===== src/rtl/pinport_pkg.sv =====
package pinport_pkg;
    localparam int BANK_W    = 8;
    localparam int ADDR_W    = 8;
    localparam int MAX_BANKS = 3;

    localparam logic [ADDR_W-1:0] A_MON  = 8'h00;
    localparam logic [ADDR_W-1:0] A_DIR  = 8'h03;
    localparam logic [ADDR_W-1:0] A_SET  = 8'h06;
    localparam logic [ADDR_W-1:0] A_CLR  = 8'h09;
    localparam logic [ADDR_W-1:0] A_RISE = 8'h0C;
    localparam logic [ADDR_W-1:0] A_FALL = 8'h0F;
    localparam logic [ADDR_W-1:0] A_IEN  = 8'h12;
    localparam logic [ADDR_W-1:0] A_STAT = 8'h15;
    localparam logic [ADDR_W-1:0] A_EDGE = 8'h18;

    typedef enum logic {
        ACC_IDLE = 1'b0,
        ACC_RESP = 1'b1
    } acc_state_e;

    // most significant bank sits at the group base
    function automatic logic [ADDR_W-1:0] bank_addr(input logic [ADDR_W-1:0] base, input int b);
        return base + ADDR_W'(MAX_BANKS - 1 - b);
    endfunction
endpackage


===== src/rtl/pinport_edge.sv =====
module pinport_edge #(
    parameter int NL = 24
) (
    input  logic          clk,
    input  logic          rst_n,
    input  logic [NL-1:0] pin,
    input  logic [NL-1:0] rise_en,
    input  logic [NL-1:0] fall_en,
    output logic [NL-1:0] evt
);
    logic [NL-1:0] prev_q;

    always_ff @(posedge clk or negedge rst_n) begin
        if (!rst_n) prev_q <= '0;
        else        prev_q <= pin;
    end

    for (genvar i = 0; i < NL; i++) begin : g_line
        assign evt[i] = (rise_en[i] &  pin[i] & ~prev_q[i])
                      | (fall_en[i] & ~pin[i] &  prev_q[i]);
    end
endmodule


===== src/rtl/pinport_rdmux.sv =====
module pinport_rdmux import pinport_pkg::*; #(
    parameter  int NUM_BANKS = 3,
    localparam int NL        = NUM_BANKS * BANK_W
) (
    input  logic [ADDR_W-1:0] addr,
    input  logic [NL-1:0]     mon,
    input  logic [NL-1:0]     dir,
    input  logic [NL-1:0]     rise,
    input  logic [NL-1:0]     fall,
    input  logic [NL-1:0]     ien,
    input  logic [NL-1:0]     stat,
    input  logic [NL-1:0]     edg,
    output logic [BANK_W-1:0] rd
);
    always_comb begin
        rd = '0;
        for (int b = 0; b < NUM_BANKS; b++) begin
            if (addr == bank_addr(A_MON,  b)) rd = mon[b*BANK_W +: BANK_W];
            if (addr == bank_addr(A_DIR,  b)) rd = dir[b*BANK_W +: BANK_W];
            if (addr == bank_addr(A_RISE, b)) rd = rise[b*BANK_W +: BANK_W];
            if (addr == bank_addr(A_FALL, b)) rd = fall[b*BANK_W +: BANK_W];
            if (addr == bank_addr(A_IEN,  b)) rd = ien[b*BANK_W +: BANK_W];
            if (addr == bank_addr(A_STAT, b)) rd = stat[b*BANK_W +: BANK_W];
            if (addr == bank_addr(A_EDGE, b)) rd = edg[b*BANK_W +: BANK_W];
        end
    end
endmodule


===== src/rtl/pinport_regs.sv =====
module pinport_regs import pinport_pkg::*; #(
    parameter  int NUM_BANKS = 3,
    localparam int NL        = NUM_BANKS * BANK_W
) (
    input  logic              clk,
    input  logic              rst_n,
    input  logic              bus_sel,
    input  logic              bus_we,
    input  logic [ADDR_W-1:0] bus_addr,
    input  logic [BANK_W-1:0] bus_wdata,
    output logic [BANK_W-1:0] bus_rdata,
    output logic              bus_rvalid,
    input  logic [NL-1:0]     pin_in,
    output logic [NL-1:0]     pin_out,
    output logic [NL-1:0]     pin_oe,
    output logic              irq
);
    logic wr_req, rd_req;
    assign wr_req = bus_sel &  bus_we;
    assign rd_req = bus_sel & ~bus_we;

    logic [NL-1:0] dir_q, out_q, rise_q, fall_q, ien_q, stat_q, edge_q, evt;
    logic [NL-1:0] m_dir, m_set, m_clr, m_rise, m_fall, m_ien, m_stat, m_edge;
    logic [NL-1:0] wd_all;
    assign wd_all = {NUM_BANKS{bus_wdata}};

    // per-bank write strobes spread across the bank's lines
    for (genvar b = 0; b < NUM_BANKS; b++) begin : g_bank
        localparam int LO = b * BANK_W;
        assign m_dir [LO +: BANK_W] = {BANK_W{wr_req && bus_addr == bank_addr(A_DIR,  b)}};
        assign m_set [LO +: BANK_W] = {BANK_W{wr_req && bus_addr == bank_addr(A_SET,  b)}};
        assign m_clr [LO +: BANK_W] = {BANK_W{wr_req && bus_addr == bank_addr(A_CLR,  b)}};
        assign m_rise[LO +: BANK_W] = {BANK_W{wr_req && bus_addr == bank_addr(A_RISE, b)}};
        assign m_fall[LO +: BANK_W] = {BANK_W{wr_req && bus_addr == bank_addr(A_FALL, b)}};
        assign m_ien [LO +: BANK_W] = {BANK_W{wr_req && bus_addr == bank_addr(A_IEN,  b)}};
        assign m_stat[LO +: BANK_W] = {BANK_W{wr_req && bus_addr == bank_addr(A_STAT, b)}};
        assign m_edge[LO +: BANK_W] = {BANK_W{wr_req && bus_addr == bank_addr(A_EDGE, b)}};
    end

    pinport_edge #(.NL(NL)) u_edge (
        .clk     (clk),
        .rst_n   (rst_n),
        .pin     (pin_in),
        .rise_en (rise_q),
        .fall_en (fall_q),
        .evt     (evt)
    );

    always_ff @(posedge clk or negedge rst_n) begin
        if (!rst_n) begin
            dir_q  <= '0;
            out_q  <= '0;
            rise_q <= '0;
            fall_q <= '0;
            ien_q  <= '0;
            stat_q <= '0;
            edge_q <= '0;
        end else begin
            dir_q  <= (dir_q  & ~m_dir)  | (wd_all & m_dir);
            rise_q <= (rise_q & ~m_rise) | (wd_all & m_rise);
            fall_q <= (fall_q & ~m_fall) | (wd_all & m_fall);
            ien_q  <= (ien_q  & ~m_ien)  | (wd_all & m_ien);
            out_q  <= (out_q | (wd_all & m_set)) & ~(wd_all & m_clr);
            // a new edge beats a clearing write in the same cycle
            stat_q <= (stat_q & ~(wd_all & m_stat)) | evt;
            edge_q <= (edge_q & ~(wd_all & m_edge)) | evt;
        end
    end

    assign pin_out = out_q;
    assign pin_oe  = dir_q;
    assign irq     = |(stat_q & ien_q);

    logic [BANK_W-1:0] rd_byte;
    pinport_rdmux #(.NUM_BANKS(NUM_BANKS)) u_rdmux (
        .addr (bus_addr),
        .mon  (pin_in),
        .dir  (dir_q),
        .rise (rise_q),
        .fall (fall_q),
        .ien  (ien_q),
        .stat (stat_q),
        .edg  (edge_q),
        .rd   (rd_byte)
    );

    // access state machine
    acc_state_e state_q, state_d;

    always_ff @(posedge clk or negedge rst_n) begin
        if (!rst_n) state_q <= ACC_IDLE;
        else        state_q <= state_d;
    end

    always_comb begin
        state_d = state_q;
        unique case (state_q)
            ACC_IDLE: if (rd_req) state_d = ACC_RESP;
            ACC_RESP: state_d = rd_req ? ACC_RESP : ACC_IDLE;
        endcase
    end

    logic [BANK_W-1:0] rdata_q;
    always_ff @(posedge clk or negedge rst_n) begin
        if (!rst_n)      rdata_q <= '0;
        else if (rd_req) rdata_q <= rd_byte;
    end

    assign bus_rdata  = rdata_q;
    assign bus_rvalid = (state_q == ACC_RESP);

    // ---------------- assertions ----------------
    p_resp_after_read_r12: assert property (@(posedge clk) disable iff (!rst_n)
        rd_req |=> bus_rvalid);

    p_no_resp_idle_r12: assert property (@(posedge clk) disable iff (!rst_n)
        !rd_req |=> !bus_rvalid);

    p_out_hold_r3: assert property (@(posedge clk) disable iff (!rst_n)
        !wr_req |=> $stable(pin_out));

    p_oe_write_r2: assert property (@(posedge clk) disable iff (!rst_n)
        (wr_req && bus_addr == bank_addr(A_DIR, 0)) |=> pin_oe[BANK_W-1:0] == $past(bus_wdata));

    p_evt_sticky_r9: assert property (@(posedge clk) disable iff (!rst_n)
        (|evt) |=> ((stat_q & $past(evt)) == $past(evt)) && ((edge_q & $past(evt)) == $past(evt)));

    p_irq_cause_r8: assert property (@(posedge clk) disable iff (!rst_n)
        $rose(irq) |-> ($past(|evt) || $past(wr_req)));
endmodule


===== config.mk =====
export PLATFORM = sky130hd
export DESIGN_NAME = pinport_regs
export DESIGN_NICKNAME = d
export VERILOG_FILES = /design/src/rtl/pinport_pkg.sv /design/src/rtl/pinport_edge.sv /design/src/rtl/pinport_rdmux.sv /design/src/rtl/pinport_regs.sv
export SDC_FILE = /design/constraint.sdc
export NUM_CORES = 1
export LEC_CHECK = 0
export ABC_AREA = 1
export ABC_CLOCK_PERIOD_IN_PS = 1380
export CAP_MARGIN = 20
export CORE_MARGIN = 2
export CORE_UTILIZATION = 30
export CTS_CLUSTER_DIAMETER = 30
export DETAILED_ROUTE_END_ITERATION = 6
export DONT_BUFFER_PORTS = 1
export GPL_TIMING_DRIVEN = 0
export SLEW_MARGIN = 10
export SYNTH_ARGS = -nofsm -noshare
export SYNTH_HDL_FRONTEND = slang
export SYNTH_SLANG_ARGS = --single-unit
export TNS_END_PERCENT = 5

===== constraint.sdc =====
create_clock -name clk -period 1.38 [get_ports clk]
set_input_delay 0.276 -clock clk [delete_from_list [all_inputs] [get_ports clk]]
set_output_delay 0.276 -clock clk [all_outputs]
set_load 0.01 [all_outputs]

* After elaboration in Yosys (flattened, before gate mapping)
Index checks and enable logic that the tools add are counted.
W data, S select, Z words.
** Word-level totals
- Input port bits :: 44
- Output and inout bits :: 58
- Logic and storage cells :: 285
- Register bits :: 201
** Operators by class
- Reductions and logical operators :: 26
- Eq/ne operators :: 26
- Bitwise logic cells :: 201
- Muxes and demuxes :: 22
** Operators by type and width (count)
- $and A24 B24 Y24 :: 16
- $mux W8 :: 21
- $not A24 Y24 :: 7
- $or A24 B24 Y24 :: 7
- $and A1 B1 Y1 :: 98
- $eq A8 B5 Y1 const B :: 11
- $eq A8 B4 Y1 const B :: 8
- $not A1 Y1 :: 49
- $eq A8 B3 Y1 const B :: 4
- $logic_and A1 B1 Y1 :: 24
- $or A1 B1 Y1 :: 24
- $reduce_or A24 Y1 :: 1
- $eq A8 B2 Y1 const B :: 2
- $eq A8 B1 Y1 const B :: 1
- $logic_not A8 Y1 :: 1
- $mux W1 :: 1

* Longest topological paths before layout
Gate-level depths: netlist of run 1.
- Depth after elaboration :: 22
- Gate-level depth with buffers :: 20
- Gate-level depth less buffers :: 19

* Cells and area by module
Synthesis of run 1 repeated with hierarchy kept, for this count alone.
** Unflattened totals
- Cell total of the unflattened synthesis :: 1364
- Area, all modules :: 10095.9 um^2
** Modules (own cells, without submodules)
- pinport_regs :: instances 1, sequential area each 4429.2 um^2, cells an instance 842, area each 7385.8 um^2
- pinport_rdmux :: instances 1, sequential area each 0.0 um^2, cells an instance 378, area each 1599.0 um^2
- pinport_edge :: instances 1, sequential area each 600.6 um^2, cells an instance 144, area each 1111.1 um^2

* Worst setup path after synthesis of run 1
OpenSTA, ideal clock, no wires.
- Path type :: in2reg
- Start :: input bus_addr[7]
- End :: register out_q[10] (netlist: pin_out[10])
- Path buffers :: 1
- Setup slack :: -411 ps
- Library setup time :: 151 ps
- Required time :: 1229 ps
- Stages on the path :: 7
- Arrival :: 1641 ps
- Cell sequence :: nor2_1 nand3_2 nor2_1 inv_1 clkbuf_1 nor4_2 a2bb2oi_1
** On the way
- Longest elaborated chain between the ends :: 5
- Elaborated cells between the ends (all ways) :: 9
- Those cells by class :: eq/ne (2); bitwise (5); reduce/logical (2)
** RTL lines
- start: declaration :: line pinport_regs.sv:9 : input logic [ADDR_W-1:0] bus_addr,
- $eq A8 B3 Y1 / $eq A8 B4 Y1 (equally long branches) :: line pinport_regs.sv:31, pinport_regs.sv:32
- $logic_and A1 B1 Y1 (on tied branches) :: line pinport_regs.sv:31, pinport_regs.sv:32
- $and A24 B24 Y24 :: line pinport_regs.sv:63 : out_q <= (out_q | (wd_all & m_set)) & ~(wd_all & m_clr);
- $or A24 B24 Y24 / $not A24 Y24 (equally long branches) :: line pinport_regs.sv:63
- $and A24 B24 Y24 (*) :: line pinport_regs.sv:63
- end signal: assignment :: line pinport_regs.sv:63
- end: declaration :: line pinport_regs.sv:22 : logic [NL-1:0] dir_q, out_q, rise_q, fall_q, ien_q, stat_q, edge_q, evt;
Every way passes the cells marked *; elsewhere a longest branch is shown, timed or not.
A chain may end at the register's enable or synchronous reset.

* Worst setup path in the final report of run 1
- Start :: register stat_q[11]
- End :: output irq
** On the way
- Longest elaborated chain between the ends :: 2
** RTL lines
- start: declaration :: line pinport_regs.sv:22
- start signal: assignment :: line pinport_regs.sv:65 : stat_q <= (stat_q & ~(wd_all & m_stat)) | evt;
- $and A24 B24 Y24 :: line pinport_regs.sv:72 : assign irq = |(stat_q & ien_q);
- $reduce_or A24 Y1 :: line pinport_regs.sv:72
- end: declaration :: line pinport_regs.sv:16 : output logic irq
Every way passes these cells.

==> results of run 1 <==
cell usage in the layout, fill, tap and decap left out, types with 2 or more instances in the layout:
cell type	instances
a21oi_1	17
a221oi_2	2
a22o_1	4
a2bb2oi_1	24
a31oi_1	14
buf_2	3
bufinv_16	8
clkbuf_1	26
clkbuf_16	46
clkbuf_2	6
clkbuf_4	2
clkbuf_8	8
clkinv_2	7
clkinvlp_4	5
dfrtp_1	193
dfrtp_2	8
dlygate4sd3_1	33
inv_1	88
inv_2	9
nand2_1	349
nand2_2	10
nand3_1	30
nand3_2	7
nand3_4	2
nand3b_1	2
nand4_1	32
nor2_1	82
nor2_2	18
nor2_4	14
nor3_1	11
nor3_4	3
nor4_4	2
o21ai_0	158
o21ai_1	2
o21bai_1	2
or2_2	2
power by group through the flow:
stage          sequential [µW]  combinational, µW  clock [µW]
2_1_floorplan             6790                575           0
3_3_place_gp              6900                767           0
3_5_place_dp              6920                798           0
4_1_cts                   6840                923       11300
5_1_grt                   6910               1070       11700
6_report                  6850                937       11200
cells by family after synthesis:
logic type / count (synthesis) / share of synthesized area, %
AND/OR/NAND/NOR: 567 / 25.6
flip-flops: 201 / 55.0
AO/OA/AOI/OAI: 226 / 13.9
buffers and inverters: 133 / 5.47
worst max-delay path, delay by kind of cell, from the launching register on:
kind | cells | cell delay (ps)
flops | 1 | 410
compound gates | 2 | 410
simple gates | 3 | 540
cells in the mapped netlist (all sizes together) (3+ instances only):
cell type,number
a221oi,3
a2bb2oi,24
a31oi,14
inv,99
clkbuf,33
o21ai,160
dfrtp,201
a21oi,18
nand2,359
o21bai,3
nor3,15
nor2,114
nand3,39
nand4,32
nor4,4
a22o,4
how the worst max path moves through the flow:
stage                 from           end
2_1_floorplan  bus_addr[5]  bus_rdata[5]
3_3_place_gp   bus_addr[5]  bus_rdata[4]
3_5_place_dp   bus_addr[5]  bus_rdata[4]
4_1_cts               flop           irq
5_1_grt               flop           irq
6_report        stat_q[11]           irq
per-stage QoR:
step | area, µm² | power [µW] | hold WS (ps)
after floorplan | 9250 | 7360 | -19.6
after global placement | 9730 | 7670 | -15.0
after detailed placement | 9740 | 7720 | -15.6
after CTS | 11800 | 19100 | -561
after global routing | 11900 | 19700 | -569
final | 11900 | 19000 | -558
what timing repair did:
action | CTS | global route
buffers inserted | 0 | 1
hold endpoints to repair | 253 | 201
gates resized for setup | 42 | 35
pin swaps | 13 | 23
endpoints found under the setup margin | 137 | 135
routing by layer:
layer	vias to the layer above	global-route usage (%)	part of all wire, %
met2	337	29.7	43
li1	3886	-	-
met4	2	8.20	3.4
met3	72	7.20	11
met1	3990	27.4	43
met5	-	0	0.025
area by class of cell:
cell class	count	area [µm²]	share of cell area (%)
flip-flops and latches	201	5040	42.3
repair buffers	35	343	2.88
multi-input cells	793	3900	32.8
well taps	390	488	4.10
clock buffers	57	1270	10.7
plain buffers	34	156	1.31
inverters	99	378	3.17
clock inverters	21	330	2.77
==> flow_summary.yaml, run 1 <==
worst_setup_path:
  reg2reg_slack_ps: -650
  slowest_stage: "dfrtp_1"
  worstPathArrival_ps: 1890
  cp_max_fo: 3
  r2r_end: "bus_rdata[4]"
  r2r_cells: 12
  required_ps: 1100
  slowest_delay_ps: 410
  critical_path_class: "flop to output port"
  endpoint_kind: "output port"
  cp-start-kind: "flop"
  crit_chain: "a22o_1 -> a221oi_2 -> nand2_2 -> nor4_4 -> nand4_1"
power:
  leakage_uw: 0.00539
  seqPwrFrac_pct: 36.0
  p_clk_share_pct: 59.0
  p_switching_uw: 4310
  power_frac_comb_pct: 4.9
  powerDensity_nw_per_um2: 1600
  p_int_uw: 14700
  swShare_pct: 22.7
  vdd.ir_drop.worst_mv: 0.940
floorplan:
  core-area_um2: 29800
  row_count: 63
  die-width_um: 179
  start_util_pct: 30.7
  die_h_um: 179
  num_io_pins: 102
  die-area_um2: 31900
route:
  dr.pass1.iters: 5
  final_antenna_net_count: 0
  wl_um: 31900
  viasPerCell: 5.08
  via_count: 8287
  wl_per_cell_um: 19.6
  first_iter_violations: 709
  drc_errors: 0
synth:
  synth_edf_count: 0
  syn_area_per_cell_um2: 8.11
  yosysTopAreaCellShare_pct: 55.0
  synth-seq-cells: 201
  synth_cells: 1127
  synthDistinctLibCells: 25
  ys_seq_area_share_pct: 55.0
  netlist_area_um2: 9140
  ys_async_sr_fraction_pct: 100
  synth_nets: 1171
  yosys_warnings: 0
  synth.top_cells.by_area: "dfrtp_1 55%, nand2_1 15%, o21ai_0 8.7%, nor2_1 4.5%, inv_1 3.8%"
  yosys_most_used_dff: "dfrtp_1"
  yosysTopAreaCell: "dfrtp_1"
cells_and_area:
  fin_util_pct: 40.0
  diodes: 0
  drive_above_1_share_pct: 13.8
  final_nets: 1253
  fin_cells: 1630
  area_delta_synth_final_pct: 30.2
  fillers: 2950
place:
  dpl_worst_slack_ps: -1150
  io_buffer_count: 0
  dp_hpwl_um: 22000
  gp_congestion: 0.864
  dp_cells: 1518
cts:
  clock-sinks: 201
  cts_root_buffer: "clkbuf_16"
  ctsLongestPathBuffers: 3
  clk_latency_ps: 530
  cts_buffers: 45
  tritoncts: "done"
  cts.hold.buffers_added: 33
  cts-htree-levels: 2
  clk_pin_slew_ps: 50
timing:
  hold_viol: 202
  min_period_over_period_pct: 157
  hold_ws_ps: -558
  fmax_mhz: 462
  worstMarginPinSlew_ps: 907
  clock_skew_ps: 24.1
  finalSetupViolCount: 19
  period_minus_slack_ps: 2160
  setup-tns-final_ps: -6260
  slew-limit-headroom_pct: 39.5
  worst_slack_ps: -784
  rsz0062_at_grt: "yes"
  slew_violations: 0
global_routing:
  grt_max_degree: 202
  grt_pass1_vias: 8300
  grt_remaining_overflow: 0
  grt_usage_pct: 20.4
  grt_pass1_wl_um: 48800
  grt_antenna_before_repair: 1
run:
  cap_violations: 0
run_status:
  status: "complete, but fails checks"
  violations: "negative hold slack, negative setup slack"
worst_hold_path:
  min_path_type: "primary input to asynchronous set/reset pin"
No activity file was read; power rests on OpenSTA's default activity.
==> run 2: changes to the inputs <==
--- a/config.mk
+++ b/config.mk
@@ -9,11 +9,13 @@
 export ABC_CLOCK_PERIOD_IN_PS = 1380
 export CAP_MARGIN = 20
 export CORE_MARGIN = 2
-export CORE_UTILIZATION = 30
+export CORE_UTILIZATION = 57
 export CTS_CLUSTER_DIAMETER = 30
 export DETAILED_ROUTE_END_ITERATION = 6
 export DONT_BUFFER_PORTS = 1
 export GPL_TIMING_DRIVEN = 0
+export PLACE_DENSITY = 0.75
+export SKIP_LAST_GASP = 1
 export SLEW_MARGIN = 10
 export SYNTH_ARGS = -nofsm -noshare
 export SYNTH_HDL_FRONTEND = slang
==> run 2 against run 1 <==
  * The run still ends with negative hold slack, negative setup slack left
  * Critical path type unchanged
  * Non-clock buffer count shrank 2
  * Setup slack got worse by 74 ps
  * Fmax fell by 3.3%
  * Clock-buffer cell count is 5 lower
  * Power fell by 3.1%
==> flow_summary.yaml, run 2 (synthesis results as in run 1) <==
power:
  leakage_uw: 0.00527
  seqPwrFrac_pct: 37.3
  vdd.ir_drop.worst_mv: 1.15
  power_frac_comb_pct: 5.0
  p_switching_uw: 4230
  fin_total_pwr_uw: 18400
  powerDensity_nw_per_um2: 1620
  swShare_pct: 22.9
  p_int_uw: 14200
  p_clk_share_pct: 57.8
floorplan:
  row_count: 46
  core-area_um2: 15800
  die-width_um: 131
  die_h_um: 131
  die-area_um2: 17100
  start_util_pct: 58.0
  num_io_pins: 102
route:
  first_iter_violations: 892
  dr.pass1.iters: 7
  wl_per_cell_um: 20.6
  via_count: 8636
  viasPerCell: 5.96
  wl_um: 29800
  drc_errors: 0
  final_antenna_net_count: 0
timing:
  worstMarginPinSlew_ps: 1080
  finalSetupViolCount: 145
  fmax_mhz: 447
  worst_slack_ps: -858
  clock_skew_ps: 8.18
  period_minus_slack_ps: 2240
  slew-limit-headroom_pct: 27.1
  hold_ws_ps: -543
  rsz0062_at_grt: "yes"
  slew_violations: 0
  min_period_over_period_pct: 162
  hold_viol: 201
run_status:
  status: "complete, but fails checks"
  violations: "negative hold slack, negative setup slack"
global_routing:
  grt_remaining_overflow: 0
  grt_pass1_vias: 8578
  grt_usage_pct: 36.3
  grt_antenna_before_repair: 0
  grt_max_degree: 202
  grt_pass1_wl_um: 46600
worst_setup_path:
  slowest_delay_ps: 430
  required_ps: 1100
  crit_chain: "a22o_1 -> a221oi_2 -> nand2_2 -> nor4_4 -> nand4_1"
  slowest_stage: "dfrtp_1"
  endpoint_kind: "output port"
  critical_path_class: "flop to output port"
  worstPathArrival_ps: 1960
  cp-start-kind: "flop"
  cp_max_fo: 3
cts:
  tritoncts: "done"
  clock-sinks: 201
  clk_pin_slew_ps: 50
  clk_latency_ps: 520
  cts_buffers: 40
  cts_root_buffer: "clkbuf_16"
  cts.hold.buffers_added: 33
  cts_setup_buffers: 0
  ctsLongestPathBuffers: 3
  cts-htree-levels: 2
cells_and_area:
  area_delta_synth_final_pct: 24.5
  fin_area_um2: 11400
  final_common_cell: "nand2_1"
  final_nets: 1246
  diodes: 0
  drive_above_1_share_pct: 9.66
  layout_common_cells: "357 x nand2_1, 196 x dfrtp_1, 159 x o21ai_0, 100 x nor2_1, 89 x inv_1"
  fin_util_pct: 72.2
place:
  post_dp_cell_area_um2: 9520
  dp_hpwl_um: 19100
  io_buffer_count: 0
  gp_congestion: 0.996
run:
  cap_violations: 0
worst_hold_path:
  min_path_type: "primary input to asynchronous set/reset pin"
-- run 2: cell types whose count changed in the layout (fill, tap and decap cells not counted), sizes merged --
cell	delta
buf	-4
clkbuf	-3
clkinvlp	-1
bufinv	+1
inv	+3
clkinv	-4
-- run 2: layout make-up --
type / count / area, µm²
Inverter: 99 / 375
Timing Repair Buffer: 33 / 330
Tap cell: 216 / 270
Fill cell: 1211 / 4380
Clock buffer: 52 / 1130
Multi-Input combinational cell: 793 / 3750
Buffer: 34 / 148
Sequential cell: 201 / 5040
Clock inverter: 20 / 352
-- run 2: per-layer routing --
layer	vias to the layer above	GRT usage (%)	wire length (µm)
li1	3867	-	-
met1	4080	49.4	11600
met2	565	53.5	13100
met3	124	9.98	3450
met4	0	19.6	1670
met5	-	0	0
-- run 2: worst paths after layout --
path / end / slack [ps] / depth (start not counted) / startpoint
max: irq / -860 / 5 / stat_q[11]
min: asynchronous set/reset pin / -540 / 0 / rst_n
max in group asynchronous: edge_q[6] / 1610 / 0 / rst_n
min reg2reg: flop / 480 / 2 / flop
max reg2reg: bus_rdata[4] / -800 / 12 / flop
min in group clk: edge_q[14] / 20 / 3 / pin_in[14]
-- run 2: power groups by stage --
stage                     Clock (µW)  Sequential, µW  Combinational, µW
after floorplan                    0            6790                575
after global placement             0            6910                747
after CTS                      10600            6840                894
after global routing           11000            6910               1030
final                          10600            6860                914
after detailed placement           0            6920                786
-- run 2: critical path: cells and delay by family, from the launching register on --
family          cells  cell delay [ps]
flops               1              430
simple gates        3              580
compound gates      2              420
-- run 2: what timing repair did --
action / CTS / global route
gates resized for setup: 9 / 10
setup endpoints to repair: 132 / 145
hold endpoints to repair: 262 / 201
pin swaps: 5 / 29
-- run 2: per-stage QoR --
step                      setup TNS [ps]  instances  setup slack [ps]
after floorplan                   -11140       1127              -313
after global placement           -101460       1343             -1010
after detailed placement         -103510       1343             -1010
after CTS                         -20410       1448              -906
after global routing              -45710       1448             -1030
final                             -32340       1448              -858
==> run 3: changes to the inputs <==
--- a/config.mk
+++ b/config.mk
@@ -15,7 +15,6 @@
 export DONT_BUFFER_PORTS = 1
 export GPL_TIMING_DRIVEN = 0
 export PLACE_DENSITY = 0.75
-export SKIP_LAST_GASP = 1
 export SLEW_MARGIN = 10
 export SYNTH_ARGS = -nofsm -noshare
 export SYNTH_HDL_FRONTEND = slang
==> run 3 against run 2 <==
  * The flow still finishes with violations (negative hold slack, negative setup slack)
  * Power hardly changed
  * Setup slack better by 5.7 ps
  * Register-to-register slack got worse by 30 ps
  * Utilization rose by 0.81 points
  * Largest cell class unchanged
  * Worst hold slack improved by 0.63 ps
  * Sequential cell count stayed put
  * Clock-buffer cell count is the same
  * Clock skew grew 3.7 ps
  * Combinational power increased by 2.5%
  * Via count rose by 0.28%
  * First-iteration DRC count increased by 9.2%
  * Cell count unchanged
  * Critical endpoint unchanged
==> flow_summary.yaml, run 3 (synthesis results as in run 1) <==
route:
  final_antenna_net_count: 0
  drc_errors: 0
  wl_per_cell_um: 20.7
  via_count: 8660
  viasPerCell: 5.98
  first_iter_violations: 974
  dr.pass1.iters: 6
  wl_um: 30000
power:
  p_switching_uw: 4240
  leakage_uw: 0.00532
  seqPwrFrac_pct: 37.3
  p_clk_share_pct: 57.7
  powerDensity_nw_per_um2: 1600
  swShare_pct: 23.0
  p_int_uw: 14200
  vdd.ir_drop.worst_mv: 1.17
  power_frac_comb_pct: 5.1
worst_setup_path:
  r2r_cells: 12
  reg2reg_slack_ps: -830
  r2r_end: "bus_rdata[6]"
  critical_path_class: "flop to output port"
  required_ps: 1100
  cp-start-kind: "flop"
  endpoint_kind: "output port"
  worstPathArrival_ps: 1960
  cp_max_fo: 3
global_routing:
  grt_remaining_overflow: 0
  grt_pass1_wl_um: 46900
  grt_pass1_vias: 8650
  grt_antenna_before_repair: 0
  grt_usage_pct: 36.6
  grt_max_degree: 202
floorplan:
  row_count: 46
  die-area_um2: 17100
  num_io_pins: 102
  start_util_pct: 58.0
  core-area_um2: 15800
  die-width_um: 131
  die_h_um: 131
timing:
  rsz0062_at_grt: "yes"
  clock_skew_ps: 11.9
  min_period_over_period_pct: 162
  period_minus_slack_ps: 2230
  fmax_mhz: 448
  worst_slack_ps: -852
  slew-limit-headroom_pct: 37.1
  finalSetupViolCount: 27
  hold_ws_ps: -543
  worstMarginPinSlew_ps: 936
  hold_viol: 201
  slew_violations: 0
  setup-tns-final_ps: -7190
cts:
  cts-htree-levels: 2
  clk_pin_slew_ps: 50
  clock-sinks: 201
  cts.hold.buffers_added: 33
  cts_buffers: 40
  ctsLongestPathBuffers: 3
  tritoncts: "done"
  cts_setup_buffers: 0
  clk_latency_ps: 520
  cts_root_buffer: "clkbuf_16"
place:
  post_dp_cell_area_um2: 9520
  io_buffer_count: 0
  dp_cells: 1343
  gp_congestion: 0.996
  dp_hpwl_um: 19100
worst_hold_path:
  min_path_type: "primary input to asynchronous set/reset pin"
cells_and_area:
  diodes: 0
  area_delta_synth_final_pct: 25.9
  fillers: 1185
  fin_area_um2: 11500
  layout_common_cells: "348 x nand2_1, 195 x dfrtp_1, 159 x o21ai_0, 93 x nor2_1, 87 x inv_1"
  fin_util_pct: 73.0
  final_common_cell: "nand2_1"
  drive_above_1_share_pct: 11.9
  final_nets: 1246
  fin_cells: 1448
run_status:
  violations: "negative hold slack, negative setup slack"
  status: "complete, but fails checks"
run:
  cap_violations: 0
run 3: changes by cell type in the layout (fill, tap and decap cells not counted), sizes merged:
cell | before | now
buf | 1 | 3
clkbuf | 85 | 83
run 3: layout make-up:
class                   instances  area [µm²]  share of cell area, %
inverters                      99         378                   3.28
plain buffers                  34         164                   1.42
repair buffers                 33         330                   2.87
clock buffers                  52        1130                   9.79
clock inverters                20         352                   3.05
well taps                     216         270                   2.35
flip-flops and latches        201        5040                   43.7
multi-input cells             793        3860                   33.5
run 3: worst max path at each step:
stage	startpoint	end	slack, ps	depth (start not counted)
4_1_cts	stat_q[11]	irq	-900	5
2_1_floorplan	bus_addr[5]	bus_rdata[5]	-310	16
5_1_grt	flop	bus_rdata[4]	-1030	12
3_3_place_gp	bus_addr[5]	bus_rdata[4]	-1010	15
3_5_place_dp	bus_addr[5]	bus_rdata[4]	-1010	15
6_report	stat_q[11]	irq	-850	5
run 3: worst max-delay path, cell delays in order (launching register included):
cell and delay [ps]:
dfrtp_1 430, a22o_1 240, a221oi_2 190, nand2_2 140, nor4_4 200, nand4_1 230
run 3: metrics by stage:
stage / total power, µW / worst slack, ps
after floorplan: 7360 / -313
final: 18400 / -852
after detailed placement: 7700 / -1010
after global routing: 18900 / -1030
after global placement: 7660 / -1010
after CTS: 18400 / -903
run 3: per-layer routing:
| metal | wire [µm] | up-vias | share of wire, % | track usage, % |
|---|---|---|---|---|
| met5 | 0 | - | 0 | 0 |
| met2 | 13100 | 534 | 44 | 53.9 |
| met1 | 11700 | 4119 | 39 | 49.7 |
| met4 | 1710 | 0 | 5.7 | 20.0 |
| met3 | 3460 | 133 | 12 | 10.2 |
| li1 | - | 3874 | - | - |
run 3: power by group through the flow:
stage          combinational [µW]  sequential, µW  clock [µW]
6_report                      937            6870       10600
2_1_floorplan                 575            6790           0
5_1_grt                      1050            6920       11000
4_1_cts                       906            6840       10600
3_5_place_dp                  786            6920           0
3_3_place_gp                  747            6910           0
run 3: what timing repair did:
item | in CTS | in global routing
setup endpoints to repair | 132 | 118
gates cloned | 0 | 0
endpoints found under the hold margin | 262 | 201
pin swaps | 10 | 20
resized for setup | 32 | 32
